`config.mk`:
```
export PLATFORM = sky130hd
export DESIGN_NAME = dprst_ctrl
export DESIGN_NICKNAME = d
export VERILOG_FILES = /design/src/rtl/dprst_pkg.sv /design/src/rtl/dprst_det.sv /design/src/rtl/dprst_sync.sv /design/src/rtl/dprst_bank.sv /design/src/rtl/dprst_ctrl.sv
export SDC_FILE = /design/constraint.sdc
export NUM_CORES = 1
export LEC_CHECK = 0
export BUFFER_PORTS_ARGS = -buffer_cell sky130_fd_sc_hd__buf_2
export CAP_MARGIN = 20
export CORE_MARGIN = 3
export CORE_UTILIZATION = 60
export DETAILED_ROUTE_END_ITERATION = 8
export HOLD_SLACK_MARGIN = 0.08
export PLACE_DENSITY_LB_ADDON = 0.15
export SYNTH_ARGS = -nofsm -noshare
export SYNTH_HDL_FRONTEND = slang
export SYNTH_SLANG_ARGS = --single-unit
```
`constraint.sdc`:
```
create_clock -name clk -period 2.3 [get_ports clk]
set_input_delay 0.46 -clock clk [delete_from_list [all_inputs] [get_ports clk]]
set_output_delay 0.46 -clock clk [all_outputs]
set_load 0.03 [all_outputs]
```
`src/rtl/dprst_pkg.sv`:
```
// Shared constants and helpers for the dual-path reset controller.
// Assumes: nothing beyond a single clock domain.
package dprst_pkg;
    // Minimum synchronizer depth the core reset path relies on.
    localparam int unsigned SYNC_DEPTH_MIN = 2;

    // Pins may drive only when the fast detector is quiet and the core
    // reset has been inactive for the current and the previous cycle.
    function automatic logic io_allow(input logic fast_tripped,
                                      input logic core_n,
                                      input logic core_n_prev);
        return !fast_tripped && core_n && core_n_prev;
    endfunction
endpackage

```
`src/rtl/dprst_det.sv`:
```
// Reset detector latch: set asynchronously while pin_n is low, cleared
// at the first rising clock edge that finds pin_n high.
// Assumes: this is one of only two asynchronously set elements in the block.
module dprst_det (
    input  logic clk,
    input  logic pin_n,
    output logic tripped
);
    // Latch the detection asynchronously, release it on the clock.
    always_ff @(posedge clk or negedge pin_n) begin
        if (!pin_n) tripped <= 1'b1;
        else        tripped <= 1'b0;
    end
endmodule

```
`src/rtl/dprst_sync.sv`:
```
// Plain shift-chain synchronizer without any reset of its own.
// Assumes: STAGES >= 2; the output equals din delayed by STAGES edges.
module dprst_sync #(
    parameter int unsigned STAGES = 2
) (
    input  logic clk,
    input  logic din,
    output logic dout
);
    logic [STAGES-1:0] chain;

    for (genvar g = 0; g < STAGES; g++) begin : g_stage
        if (g == 0) begin : g_first
            // First stage samples the detector latch.
            always_ff @(posedge clk) chain[0] <= din;
        end else begin : g_next
            // Later stages shift the sample towards the output.
            always_ff @(posedge clk) chain[g] <= chain[g-1];
        end
    end

    assign dout = chain[STAGES-1];
endmodule

```
`src/rtl/dprst_bank.sv`:
```
// Retained register bank with a registered write port. The request
// register resets synchronously; address, data and the bank never reset.
// Assumes: core_rst_n is already synchronous to clk.
module dprst_bank #(
    parameter int unsigned ADDR_W = 4,
    parameter int unsigned DATA_W = 8
) (
    input  logic              clk,
    input  logic              core_rst_n,
    input  logic              wr_req,
    input  logic [ADDR_W-1:0] wr_addr,
    input  logic [DATA_W-1:0] wr_data,
    input  logic [ADDR_W-1:0] rd_addr,
    output logic [DATA_W-1:0] rd_data,
    output logic              wr_commit
);
    localparam int unsigned DEPTH = 1 << ADDR_W;

    logic [DATA_W-1:0] store [DEPTH];
    logic              req_q;
    logic [ADDR_W-1:0] addr_q;
    logic [DATA_W-1:0] data_q;

    // Capture the request flag; drop it while the core is in reset.
    always_ff @(posedge clk) begin
        if (!core_rst_n) req_q <= 1'b0;
        else             req_q <= wr_req;
    end

    // Capture address and data on the clock only; never reset.
    always_ff @(posedge clk) begin
        addr_q <= wr_addr;
        data_q <= wr_data;
    end

    assign wr_commit = req_q && core_rst_n;

    // Commit a captured write; the bank has no reset at all.
    always_ff @(posedge clk) begin
        if (wr_commit) store[addr_q] <= data_q;
    end

    assign rd_data = store[rd_addr];
endmodule

```
`src/rtl/dprst_ctrl.sv`:
```
// Top of the dual-path reset controller. The fast detector gates the I/O
// enable combinationally; the sensitive detector feeds a synchronizer that
// produces the core reset, which in turn guards the retained bank.
// Assumes: full_rst_n low implies any_rst_n low (a sound pulse trips both).
module dprst_ctrl #(
    parameter int unsigned ADDR_W      = 4,
    parameter int unsigned DATA_W      = 8,
    parameter int unsigned SYNC_STAGES = dprst_pkg::SYNC_DEPTH_MIN
) (
    input  logic              clk,
    input  logic              full_rst_n,
    input  logic              any_rst_n,
    input  logic              wr_req,
    input  logic [ADDR_W-1:0] wr_addr,
    input  logic [DATA_W-1:0] wr_data,
    input  logic [ADDR_W-1:0] rd_addr,
    output logic [DATA_W-1:0] rd_data,
    output logic              wr_commit,
    output logic              core_rst_n,
    output logic              io_en
);
    logic io_lat;
    logic main_lat;
    logic main_sync;
    logic core_n_q;

    dprst_det u_det_io (.clk(clk), .pin_n(full_rst_n), .tripped(io_lat));
    dprst_det u_det_main (.clk(clk), .pin_n(any_rst_n), .tripped(main_lat));

    dprst_sync #(.STAGES(SYNC_STAGES)) u_sync (
        .clk(clk), .din(main_lat), .dout(main_sync)
    );

    assign core_rst_n = !main_sync;

    // Remember last cycle's core reset to hold the pins off one more cycle.
    always_ff @(posedge clk) core_n_q <= core_rst_n;

    assign io_en = dprst_pkg::io_allow(io_lat, core_rst_n, core_n_q);

    dprst_bank #(.ADDR_W(ADDR_W), .DATA_W(DATA_W)) u_bank (
        .clk(clk), .core_rst_n(core_rst_n), .wr_req(wr_req),
        .wr_addr(wr_addr), .wr_data(wr_data), .rd_addr(rd_addr),
        .rd_data(rd_data), .wr_commit(wr_commit)
    );
endmodule

```
==> out/results.txt <==
status - complete, but fails checks
failing checks - setup timing
number of vias per cell - 6.31
Area contributors post-synth - edfxtp_1 71%, mux4_2 7.5%, mux4_1 6.8%, dfxtp_1 5.9%, a22oi_1 2.2%
delay-heaviest family, CP - multiplexers
NumNets Final - 341
worst path arrival time - 1.86 ns
Multi-input gate area - 0.00110 sq mm
GPL Wtd Cong - 0.796
CP required - 1.84 ns
CTS Root Cell - clkbuf_8
clk buf depth - 2
Util after Layout - 0.778
Setup WS pre-CTS - -0.0927 ns
Final WS setup - -0.0197 ns
worst path bufs/invs - 1
Primary FF master, synth - edfxtp_1
Crit. End Element - output port
Pint - 4.69 mW
Seq pwr share - 0.505
Die ar. - 0.0102 sq mm
leading area contributor after synthesis - edfxtp_1
first-pass GRT wire length - 16.9 mm
total number of vias - 2,764
initial antenna violation count - 0
WP depth - 4
Post-Synth Simple-Gate Area - 0.0341
Compound-Gate Fraction of Synth Area - 0.0223
Mapped Area - 0.00539 sq mm
XOR/XNOR Fraction of Synth Area - 0
Post-Syn Instances - 244
Final Skew - 0.00637 ns
Sw Pwr - 1.15 mW
synth unique cells - 23
RSZ-0062 raised after global routing - true
Slew HR - 0.363
Core Area - 0.00846 sq mm
I/O pin cnt - 31
syn_area_per_cell - 22.1 sq um
clock tree from TritonCTS - yes
pin count of the biggest net entering global routing - 17
Leak - 2.26 nW
post-DP HPWL - 6.47 mm
Crit Path Class - flop to output port
CP Launch Type - flop
count leader, synth - edfxtp_1
Die H - 101 um
hold depth - 2
fillers - 436
register area - 0.00422 sq mm
clk_lat worst skew - 0.50 ns
max_cap viols - 0
Synth top area share - 0.713
switch share - 0.197
worst min path class - input pin to flop
PD cells - 887 mW/mm^2
mux cell area share after synthesis - 0.144
Area growth syn-to-layout - 22.2%
fin crit period - 2.32 ns
crit-path max FO - 1
Inserted Diodes - 0
Post-synth ARST share - 0.0137
DRT Pass-1 Iters - 5
layout cells sized above 1 - 0.375
H-tree depth - 4
Max VDD drop - 0.000729 V
Fmax - 431 MHz
Final Setup Violations - 2
CP Cell Sequence - mux4_2 > a22oi_2 > nand2_1 > buf_6
Ys Warns - 0
Starting Density - 0.637
vias in the first global route - 2,818
DRC Markers - 0
grt total ovfl - 0
Commonest cells post-synth - 128 x edfxtp_1, 18 x mux4_2, 16 x a22oi_1, 16 x dfxtp_1, 14 x mux4_1
Die W - 101 um
# clock sinks - 146
drt initial violations - 269
DR WL/cell - 25.0 um
number of CTS-inserted buffers - 17
row count - 33
Adder-Cell Fraction of Synth Area - 0
Tot GR Track Use - 0.241
Clk pin slew, worst setup/hold paths - 0.06 ns
sequential-to-total area share from yosys stat - 0.783
Final Max Slew Viols - 0
main combinational cell family by area after synthesis - multiplexers
count of flip-flops with a built-in enable after synthesis - 128
Worst Reg2Reg Path Length in Cells - 4
Detail Route Antenna Nets - 0
Post-Route WL - 10.9 mm
final hold viol count - 0
clock share of power - 0.445
critical path's largest stage delay - 0.53 ns
fin crit share - 1.01
Yosys reg bits - 146
Comb pwr share - 0.050
input/output buffers - 30
Worst-Margin Slew - 0.954 ns
Crit-path slowest cell - mux4_2
worst paths after layout:
kind | startpoint | end | slack, ns
max | u_bank.store[11][7] | rd_data[7] | -0.02
min | wr_req | u_bank.req_q | 0.21
max reg2reg | u_sync.dout | u_bank.store[0][1] | 0.35
min in group asynchronous | full_rst_n | u_det_io.tripped | 0.44
max in group asynchronous | any_rst_n | u_det_main.tripped | 1.83
min reg2reg | u_sync.chain[0] | u_sync.dout | 0.34
timing repair:
item | CTS | global route
hold buffers | 14 | 0
gates cloned | 1 | 0
buffers inserted | 0 | 0
hold endpoints to repair | 14 | 0
endpoints found under the setup margin | 8 | 8
gates resized for setup | 36 | 4
pin swaps | 9 | 0
registers in the layout, indices dropped and copies added (netlist names):
signal	cells
u_bank.store	128
core_n_q	1
u_sync.dout	1
u_sync.chain	1
u_bank.req_q	1
u_bank.addr_q	4
u_bank.data_q	8
u_det_io.tripped	1
u_det_main.tripped	1
final cells by class:
cell class              instances  area share
flip-flops and latches        146       0.641
multi-input cells              88       0.168
repair buffers                 67      0.0854
clock buffers                  20      0.0646
clock inverters                11      0.0211
well taps                     105      0.0200
inverters                       1    0.000570
placed cells by master (no fill, tap or decap), drive strengths merged, types with 3 or more instances in the layout:
| cell | count |
|---|---|
| dlygate4sd3 | 14 |
| bufinv | 3 |
| dfxtp | 16 |
| clkbuf | 20 |
| nand2 | 9 |
| edfxtp | 128 |
| nor3 | 4 |
| nor2b | 3 |
| clkinv | 6 |
| mux4 | 32 |
| buf | 53 |
| nor2 | 13 |
| a22oi | 16 |
stage by stage:
| step | setup TNS (ns) | instance area, sq um | power [mW] | hold WS [ns] | std cells |
|---|---|---|---|---|---|
| after floorplan | 0 | 5400 | 3.14 | 0.310 | 245 |
| after global placement | -0.363 | 5780 | 3.23 | 0.320 | 392 |
| after detailed placement | -0.416 | 5780 | 3.23 | 0.327 | 392 |
| after CTS | -0.0292 | 6580 | 5.88 | 0.155 | 438 |
| after global routing | -0.374 | 6580 | 6.02 | 0.209 | 438 |
| final | -0.0227 | 6580 | 5.84 | 0.207 | 438 |
per-layer routing:
metal / vias up / wire (um) / GRT usage
met5: - / 0 / 0
met4: 0 / 169 / 0.0777
met3: 20 / 952 / 0.0734
met2: 191 / 5700 / 0.390
met1: 1394 / 4110 / 0.316
li1: 1159 / - / -
kinds of logic after synthesis:
group,after synthesis
flip-flops,146
other,1
buffers and inverters,11
multiplexers,32
AO/OA/AOI/OAI,16
AND/OR/NAND/NOR,38
power groups by stage:
| stage | Clock (mW) | Combinational [mW] | Sequential (mW) |
|---|---|---|---|
| 3_5_place_dp | 0 | 0.228 | 3.01 |
| 2_1_floorplan | 0 | 0.158 | 2.99 |
| 6_report | 2.60 | 0.290 | 2.95 |
| 4_1_cts | 2.64 | 0.287 | 2.95 |
| 3_3_place_gp | 0 | 0.225 | 3.00 |
| 5_1_grt | 2.76 | 0.307 | 2.96 |
Note: power is estimated with default switching activity, not from simulation.
